--- src/rtl/ranger_pkg.sv ---
package ranger_pkg;
   typedef enum logic [1:0] {
      ST_IDLE  = 2'd0,
      ST_TRIG  = 2'd1,
      ST_WAIT  = 2'd2,
      ST_COUNT = 2'd3
   } rng_state_t;
endpackage

--- src/rtl/rng_sync.sv ---
module rng_sync #(
   parameter int STAGES = 2
) (
   input  logic clk,
   input  logic rst,
   input  logic d_i,
   output logic q_o
);
   logic [STAGES-1:0] pipe;

   if (STAGES < 2) begin : g_bad_stages
      $error("rng_sync: STAGES must be at least 2");
   end

   for (genvar i = 0; i < STAGES; i++) begin : g_stage
      always_ff @(posedge clk) begin
         if (rst) begin
            pipe[i] <= 1'b0;
         end else if (i == 0) begin
            pipe[i] <= d_i;
         end else begin
            pipe[i] <= pipe[(i == 0) ? 0 : i-1];
         end
      end
   end

   assign q_o = pipe[STAGES-1];
endmodule

--- src/rtl/rng_fsm.sv ---
module rng_fsm
   import ranger_pkg::*;
#(
   parameter int TRIG_CYC    = 120,
   parameter int TIMEOUT_CYC = 360_000,
   parameter int RAW_W       = $clog2(TIMEOUT_CYC + 1)
) (
   input  logic             clk,
   input  logic             rst,
   input  logic             start_i,
   input  logic             echo_i,
   output logic             trig_o,
   output logic             done_o,
   output logic             sat_o,
   output logic [RAW_W-1:0] raw_o
);
   localparam int TC_W = $clog2(TRIG_CYC + 1);

   rng_state_t       state, nxt;
   logic [TC_W-1:0]  tcnt;
   logic [RAW_W-1:0] wcnt;
   logic [RAW_W-1:0] raw;

   always_comb begin
      nxt    = state;
      done_o = 1'b0;
      sat_o  = 1'b0;
      unique case (state)
         ST_IDLE:  if (start_i) nxt = ST_TRIG;
         ST_TRIG:  if (tcnt == TC_W'(TRIG_CYC - 1)) nxt = ST_WAIT;
         ST_WAIT: begin
            if (echo_i) begin
               nxt = ST_COUNT;
            end else if (wcnt == RAW_W'(TIMEOUT_CYC - 1)) begin
               nxt    = ST_IDLE;
               done_o = 1'b1;
               sat_o  = 1'b1;
            end
         end
         ST_COUNT: begin
            if (!echo_i) begin
               nxt    = ST_IDLE;
               done_o = 1'b1;
            end else if (raw == RAW_W'(TIMEOUT_CYC)) begin
               nxt    = ST_IDLE;
               done_o = 1'b1;
               sat_o  = 1'b1;
            end
         end
         default: nxt = ST_IDLE;
      endcase
   end

   always_ff @(posedge clk) begin
      if (rst) begin
         state <= ST_IDLE;
         tcnt  <= '0;
         wcnt  <= '0;
         raw   <= '0;
      end else begin
         state <= nxt;
         unique case (state)
            ST_IDLE: begin
               tcnt <= '0;
               wcnt <= '0;
               if (start_i) raw <= '0;
            end
            ST_TRIG:  tcnt <= tcnt + TC_W'(1);
            ST_WAIT: begin
               wcnt <= wcnt + RAW_W'(1);
               if (echo_i) raw <= RAW_W'(1);
            end
            ST_COUNT: if (echo_i && raw != RAW_W'(TIMEOUT_CYC)) raw <= raw + RAW_W'(1);
            default: ;
         endcase
      end
   end

   assign trig_o = (state == ST_TRIG);
   assign raw_o  = raw;

   AST_TRIG_FROM_REQ: assert property (@(posedge clk) disable iff (rst)
      $rose(trig_o) |-> $past(start_i));
   AST_WAIT_TO_COUNT: assert property (@(posedge clk) disable iff (rst)
      (state == ST_WAIT && echo_i) |=> (state == ST_COUNT));
   AST_NO_OVERFLOW: assert property (@(posedge clk) disable iff (rst)
      raw <= RAW_W'(TIMEOUT_CYC));
   AST_BUSY_IGNORE: assert property (@(posedge clk) disable iff (rst)
      (state == ST_WAIT || state == ST_COUNT) |=> !trig_o);
endmodule

--- src/rtl/rng_cvt.sv ---
module rng_cvt #(
   parameter int CLK_HZ      = 12_000_000,
   parameter int SOUND_CM_S  = 34_300,
   parameter int TIMEOUT_CYC = 360_000,
   parameter int RAW_W       = 19,
   parameter int DIST_W      = 16
) (
   input  logic              clk,
   input  logic              rst,
   input  logic              done_i,
   input  logic              sat_i,
   input  logic [RAW_W-1:0]  raw_i,
   output logic [DIST_W-1:0] dist_o,
   output logic              rdy_o
);
   localparam logic [63:0] DIVISOR = 64'(CLK_HZ) << 1;
   localparam logic [63:0] MAX_CM  = (64'(TIMEOUT_CYC) * 64'(SOUND_CM_S)) / DIVISOR;
   localparam logic [63:0] DMAX    = (64'd1 << DIST_W) - 64'd1;

   logic [63:0]       prod, quot;
   logic [DIST_W-1:0] cm;

   assign prod = 64'(raw_i) * 64'(SOUND_CM_S);
   assign quot = prod / DIVISOR;

   if (MAX_CM > DMAX) begin : g_clamp
      assign cm = (quot > DMAX) ? '1 : DIST_W'(quot);
   end else begin : g_direct
      assign cm = DIST_W'(quot);
   end

   always_ff @(posedge clk) begin
      if (rst) begin
         dist_o <= '0;
         rdy_o  <= 1'b0;
      end else begin
         rdy_o <= done_i;
         if (done_i) dist_o <= sat_i ? '1 : cm;
      end
   end

   AST_ONE_SHOT: assert property (@(posedge clk) disable iff (rst)
      rdy_o |=> !rdy_o);
   AST_HOLD: assert property (@(posedge clk) disable iff (rst)
      !rdy_o |-> $stable(dist_o));
   AST_SAT_MAX: assert property (@(posedge clk) disable iff (rst)
      (done_i && sat_i) |=> (rdy_o && dist_o == '1));
endmodule

--- src/rtl/ultrasonic_ranger.sv ---
module ultrasonic_ranger #(
   parameter int CLK_HZ      = 12_000_000,
   parameter int SOUND_CM_S  = 34_300,
   parameter int TRIG_CYC    = 120,
   parameter int TIMEOUT_CYC = 360_000,
   parameter int DIST_W      = 16,
   parameter int SYNC_STAGES = 2
) (
   input  logic              clk,
   input  logic              rst,
   input  logic              start_i,
   input  logic              echo_i,
   output logic              trig_o,
   output logic [DIST_W-1:0] dist_o,
   output logic              rdy_o
);
   localparam int RAW_W = $clog2(TIMEOUT_CYC + 1);

   if (TRIG_CYC < 1)        begin : g_bad_trig    $error("TRIG_CYC must be positive"); end
   if (TIMEOUT_CYC < 2)     begin : g_bad_tmo     $error("TIMEOUT_CYC must be at least 2"); end
   if (DIST_W < 1)          begin : g_bad_dist    $error("DIST_W must be positive"); end
   if (CLK_HZ < 1)          begin : g_bad_clk     $error("CLK_HZ must be positive"); end
   if (RAW_W + 17 > 64)     begin : g_bad_prod    $error("product exceeds 64 bits"); end

   logic             echo_s;
   logic             done;
   logic             sat;
   logic [RAW_W-1:0] raw;

   rng_sync #(.STAGES(SYNC_STAGES)) u_sync (
      .clk (clk),
      .rst (rst),
      .d_i (echo_i),
      .q_o (echo_s)
   );

   rng_fsm #(
      .TRIG_CYC    (TRIG_CYC),
      .TIMEOUT_CYC (TIMEOUT_CYC),
      .RAW_W       (RAW_W)
   ) u_fsm (
      .clk     (clk),
      .rst     (rst),
      .start_i (start_i),
      .echo_i  (echo_s),
      .trig_o  (trig_o),
      .done_o  (done),
      .sat_o   (sat),
      .raw_o   (raw)
   );

   rng_cvt #(
      .CLK_HZ      (CLK_HZ),
      .SOUND_CM_S  (SOUND_CM_S),
      .TIMEOUT_CYC (TIMEOUT_CYC),
      .RAW_W       (RAW_W),
      .DIST_W      (DIST_W)
   ) u_cvt (
      .clk    (clk),
      .rst    (rst),
      .done_i (done),
      .sat_i  (sat),
      .raw_i  (raw),
      .dist_o (dist_o),
      .rdy_o  (rdy_o)
   );
endmodule

--- config.mk ---
export PLATFORM = sky130hd
export DESIGN_NAME = ultrasonic_ranger
export DESIGN_NICKNAME = d
export VERILOG_FILES = /design/src/rtl/ranger_pkg.sv /design/src/rtl/rng_sync.sv /design/src/rtl/rng_fsm.sv /design/src/rtl/rng_cvt.sv /design/src/rtl/ultrasonic_ranger.sv
export SDC_FILE = /design/constraint.sdc
export NUM_CORES = 1
export LEC_CHECK = 0
export ABC_CLOCK_PERIOD_IN_PS = 50000
export BUFFER_PORTS_ARGS = -buffer_cell sky130_fd_sc_hd__buf_4
export CORE_AREA = 2 2 169 204
export DETAILED_ROUTE_END_ITERATION = 12
export DIE_AREA = 0 0 171 206
export PLACE_DENSITY = 0.75
export SLEW_MARGIN = 0
export SYNTH_ARGS = -nofsm -noshare
export SYNTH_HDL_FRONTEND = slang
export SYNTH_SLANG_ARGS = --single-unit
--- constraint.sdc ---
create_clock -name clk -period 50 [get_ports clk]
set_input_delay 2.5 -clock clk [delete_from_list [all_inputs] [get_ports clk]]
set_output_delay 2.5 -clock clk [all_outputs]
set_load 0.05 [all_outputs]
======== Word-level counts from Yosys, hierarchy flattened ========
Cells that the tools add are included.
cells by class
  multiply operators ...................... 1
  div/mod/pow operators ................... 1
  shift operators ......................... 0
  bitwise logic cells ..................... 0
  add/subtract/negate cells ............... 3
  multiplexer cells ....................... 21
  order comparisons ....................... 0
  reductions and logical operators ........ 7
  equality and inequality tests ........... 13
operator list
  kind                                                                     number
  35-bit by 25-bit divider with 64-bit output, second input constant       1
  19-bit two-way mux                                                       3
  19-bit case mux with 3 select lines                                      1
  19-bit by 1-bit adder with 19-bit output, second input constant          2
  19-bit == test, second input constant                                    2
  19-bit case mux with 2 select lines                                      1
  19-bit by 14-bit multiplier with 33-bit output, second input constant    1
  19-bit inequality test, second input constant                            1
  16-bit two-way mux                                                       1
  7-bit case mux with 2 select lines                                       1
  2-bit two-way mux                                                        6
  2-bit case mux with 4 select lines                                       1
  4-bit AND reduction                                                      2
  7-bit by 1-bit adder with 7-bit output, second input constant            1
  7-bit == test, second input constant                                     1
  3-bit by 2-bit inequality test with 1-bit output, second input constant  2
  1-bit two-way mux                                                        5
  2-bit == test, second input constant                                     2
  2-bit by 1-bit inequality test with 1-bit output, second input constant  2
  2-bit inequality test, second input constant                             2
  1-bit case mux with 2 select lines                                       2
  2-bit nonzero test                                                       2
  3-bit nonzero test                                                       1
  2-bit by 1-bit == test with 1-bit output, second input constant          1
  other kinds (2)                                                          2
word-level totals
  output and inout bits ................... 18
  input bits .............................. 4
  memories ................................ 0
  logic and storage cells ................. 54
  register bits after elaboration ......... 66
  RAM bits ................................ 0
  latch bits .............................. 0
  ROM bits ................................ 0

======== Longest topological paths before layout ========
  depth in word-level cells ............... 5
  mapped depth ............................ 83
  gate-level depth less buffers ........... 66

======== By module ========
From an unflattened synthesis, not the netlist that was laid out.
second synthesis, totals
  cells, all modules ...................... 2575
  area total of the unflattened synthesis .. 19406.1 um2
by module, submodules not included
  module    area an instance (um2)  cells each  times used  seq. area each (um2)
  rng_cvt   16917.5                 2276        1           260.2
  rng_fsm   2436.1                  295         1           940.9
  rng_sync  52.6                    4           1           40.0

======== Worst setup path after synthesis ========
OpenSTA, ideal clock, no wires.
  path kind ............................... reg-to-reg
  start ................................... register u_fsm.raw[8], in the netlist u_fsm.raw_o[8]
  end ..................................... register u_cvt.dist_o[0]
  clock period less this slack ............ 18.199 ns
  required time ........................... 49.875 ns
  buffers on the path ..................... 8
  path slack .............................. 31.801 ns
  cell stages (with the launch flop) ...... 73
  arrival time ............................ 18.074 ns
  library setup time ...................... 0.125 ns
  cells stage by stage .................... dfxtp_1 > inv_1 > fa_1 > fa_1 > inv_1 > fa_1 > fa_1 > fa_1 > inv_1 > fa_1 > inv_1 > ha_1 > buf_2 > and2_1 > and2_1 > and3_1 > buf_6 > or3_1 > [... 37 more ...] > buf_4 > xnor2_1 > a221o_1 > o311a_1 > o21ba_2 > o21ai_4 > nand2_2 > mux2_4 > o211a_1 > o211ai_2 > a21oi_2 > o21ai_2 > buf_4 > mux2i_1 > o221ai_1 > nand2_1 > a21oi_1 > o41a_1
on the way
  cells in the longest elaborated chain, start to end .. 5
  elaborated cells on any way between the ends .. 9
  those cells by class .................... 1 x mul; 1 x div; 1 x eq/ne; 6 x mux
ends and longest elaborated chain
  what                                                                                                 line           source
  start: declaration                                                                                   rng_fsm.sv:22  logic [RAW_W-1:0] raw;
  start signal: assignment                                                                             rng_fsm.sv:73  ST_COUNT: if (echo_i && raw != RAW_W'(TIMEOUT_CYC)) raw <= raw + RAW_W'(1);
  parallel branches: the longest is 5 deep, another holds 35-bit by 25-bit divider with 64-bit output  n/a
  end signal: assignment                                                                               rng_cvt.sv:38  if (done_i) dist_o <= sat_i ? '1 : cm;
  end: declaration                                                                                     rng_cvt.sv:13  output logic [DIST_W-1:0] dist_o,
Several ways; the timed one is not identified.
A chain may end at the register's enable or synchronous reset.

======== Final worst setup path ========
  start ................................... register u_fsm.raw[7], in the netlist u_fsm.raw_o[7]
  end ..................................... register u_cvt.dist_o[0]
The elaborated chain is that of the path after synthesis.

==> implementation parameters <==
Parameter                              Value

Outcome
  Result of the run    finished, final reports clean

Logic synthesis
  Number of storage elements in the synthesis netlist    62
  Post-synthesis instance area    0.01946 mm²
  Largest cells by area after synthesis    fa_1 11%, ha_1 8.6%, xnor2_1 7.8%, dfxtp_1 6.4%, nor2_1 4.6%
  Syn avg cell area    7.547 µm²
  Fraction of post-synthesis cell area in the top cell type by area    11.42%
  Async set-or-reset flop fraction in the synthesized netlist    0%
  Most common cell in the synthesized netlist    nor2_1
  Number of flops mapped to enable cells by yosys    0
  Sequential fraction of the synthesis area    6.377%
  Cell variety after synth    134
  Post-synthesis cell type with the largest combined area    fa_1
  Most common flop cell mapped by yosys    dfxtp_1
  Syn nets    2,828
  Post-synthesis instance total    2,579
  Commonest cells in the netlist    236 x nor2_1, 222 x nand2_1, 173 x xnor2_1
  Synthesis warning total    0

Layout
  Share of final-layout standard cells stronger than drive strength 1    7.234%
  Number of diodes added for antenna fixing    0
  Final #Nets    2,760
  Area Growth Syn to Fin    3.079%

Drt
  Mean number of vias per cell    6.814
  WL per Instance    21.24 µm
  Routed wire length    63.12 mm
  Count of TritonRoute iterations in the first routing pass    6
  Number of design-rule violations left by the first detailed-router iteration    1,940
  Drc violations    0
  Final antenna-violating net count    0
  Overall via count from detail_route    20,250

GRT
  Aggregate global routing overflow    0
  First-pass GRT wire length    101.8 mm
  Initial antenna violation count    0
  GR Util All Layers    35.79%
  Number of global-route vias before repair    19,530
  Pin count of the biggest net entering global routing    34

Floorplanning
  Count of boundary I/O pins    22
  Die extent in y    206 µm
  Site Rows    74
  Starting density of the core    58.07%
  Die X    171 µm
  Die outline area    0.03523 mm²
  Core box area    0.03352 mm²

Setup path
  Startpoint type of the worst setup path    register
  Kind of end point of the critical path    register
  Largest stage delay on the critical path    0.85 ns
  Type of the worst setup path    reg2reg
  Crit path max-delay cell type    nor3_4
  Cell with the most instances on the worst path    fa_1
  Data arrival time of the critical path    24.48 ns
  Worst path required time    50.30 ns
  Critical path peak fanout    33

Timing
  Hold Vio Cnt, Final    0
  Unrepaired setup endpoints after global routing    no
  Period utilisation layout    48.35%
  Post-Route Skew    0.02154 ns
  Post-route worst setup slack    25.82 ns
  Final critical delay including setup and external delays    24.18 ns
  Worst slew margin relative to its limit    28.93%
  Max-slew violation count    0
  Maximum clock frequency    0.04136 GHz
  Total Neg Setup Slack    0 ns
  Slew @ Worst Pin    1.066 ns
  Tightest hold margin    0.4381 ns
  Final setup violating endpoints    0

Clock tree
  Clock tree from TritonCTS    yes
  Total number of clock tree sinks    62
  Maximum clock path buffer count    2
  Number of hold buffers added after CTS    0
  Num CTS Buffers    9
  Post-CTS resize count    0
  Buffers inserted by post-CTS timing repair    0
  Total number of H-tree levels    3
  Worst-path clk slew    0.06 ns
  Source-to-sink clock delay at the later pin of the worst-skew pair    0.36 ns
  Clk Tree Root Cell    clkbuf_16

Power
  Part of the power in registers    35.3%
  IR Drop Worst-Case VDD    0.01425 mV
  Clock network fraction of total power    46.5%
  Power per Cell Area    7.335 mW/mm²
  Total net switching power    0.04851 mW
  Internal power of the cells    0.09865 mW
  Gate power share    18.2%
  Switching share of power    32.96%
  Leakage power    8.045 nW

Place
  HPWL after detailed placement    50.81 mm
  Count of input and output buffers    21
  Worst-case setup slack after placement    26.37 ns
  Last weighted congestion value of the routability-driven placer    0.9799

Min path
  Class of the tightest hold or removal check    reg2reg

Job
  Maxcap violations    0
## power by group through the flow
stage	clock network, mW	registers [mW]	logic (mW)
floorplan	0	0.0535	0.0189
global placement	0	0.0530	0.0259
detailed placement	0	0.0530	0.0261
CTS	0.0681	0.0519	0.0263
global route	0.0704	0.0521	0.0288
finish	0.0684	0.0519	0.0268
## cell families after synthesis
kind of cell / Yosys count / share of synthesized area [%]
AND/OR/NAND/NOR: 962 / 25.08
AO/OA/AOI/OAI: 739 / 28.58
buffers and inverters: 277 / 5.953
XOR/XNOR: 257 / 11.91
adder cells (fa/ha/maj): 245 / 20.03
flip-flops: 62 / 6.377
multiplexers: 37 / 2.076
## critical path: cells and delay by family (launching register included)
kind | cells | cell delay (ns)
AO/OA/AOI/OAI | 31 | 10.53
XOR/XNOR | 3 | 1.28
adder cells (fa/ha/maj) | 7 | 3.54
buffers and inverters | 4 | 0.48
flip-flops | 1 | 0.64
multiplexers | 3 | 1.07
AND/OR/NAND/NOR | 16 | 6.54
## metrics by stage
stage	area, µm²	cells	power (mW)	util, %
floorplan	19460	2579	0.07232	-
global placement	19760	2956	0.07883	58.95
detailed placement	19760	2956	0.07917	58.95
CTS	20060	2972	0.1463	59.86
global route	20060	2972	0.1514	59.86
finish	20060	2972	0.1472	59.86
## area by class of cell
cell class                      instances  area, µm²
Clock buffer                            9      225.2
Sequential cell                        62       1241
Inverter                              163      611.8
Tap cell                              456      570.5
Fill cell                            3191      13450
Multi-Input combinational cell       2240      17070
Clock inverter                          7      80.08
Timing Repair Buffer                   35      262.8
## registers in the layout, summed over array words and instances (netlist names)
name	cells
u_fsm.raw_o	19
u_sync.q_o	1
u_fsm.state	2
u_cvt.dist_o	12
u_sync.pipe	1
u_cvt.rdy_o	1
u_fsm.tcnt	7
u_fsm.wcnt	19
## layer usage
layer	global-route usage (%)	part of all wire, %
met1	43.34	39
met2	62.46	48
met3	4.711	6.7
met4	17.25	5.4
met5	0	0
## final timing paths
path | endpoint | slack, ns | cells after the start | startpoint
hold / removal | u_sync.q_o | 0.44 | 1 | u_sync.pipe[0]
hold reg to reg | u_sync.q_o | 0.44 | 1 | u_sync.pipe[0]
setup / recovery | u_cvt.dist_o[0] | 25.82 | 64 | u_fsm.raw_o[7]
setup reg to reg | u_cvt.dist_o[0] | 25.82 | 64 | u_fsm.raw_o[7]
## placed cells by master, fill, tap and decap left out, types with 36 or more instances in the layout
master	netlist	layout
o211ai_1	40	40
and3_1	37	37
nand2_1	222	222
nand4_1	39	39
a211oi_1	46	46
fa_1	111	111
a31oi_1	36	36
ha_1	134	134
inv_1	161	161
a21oi_1	122	122
xor2_1	76	76
nand3_1	82	82
o21ai_0	96	96
nor2_1	236	236
xnor2_1	173	173
dfxtp_1	62	62
a21o_1	38	38
nor3_1	88	88
No activity file was read; power rests on OpenSTA's default activity.
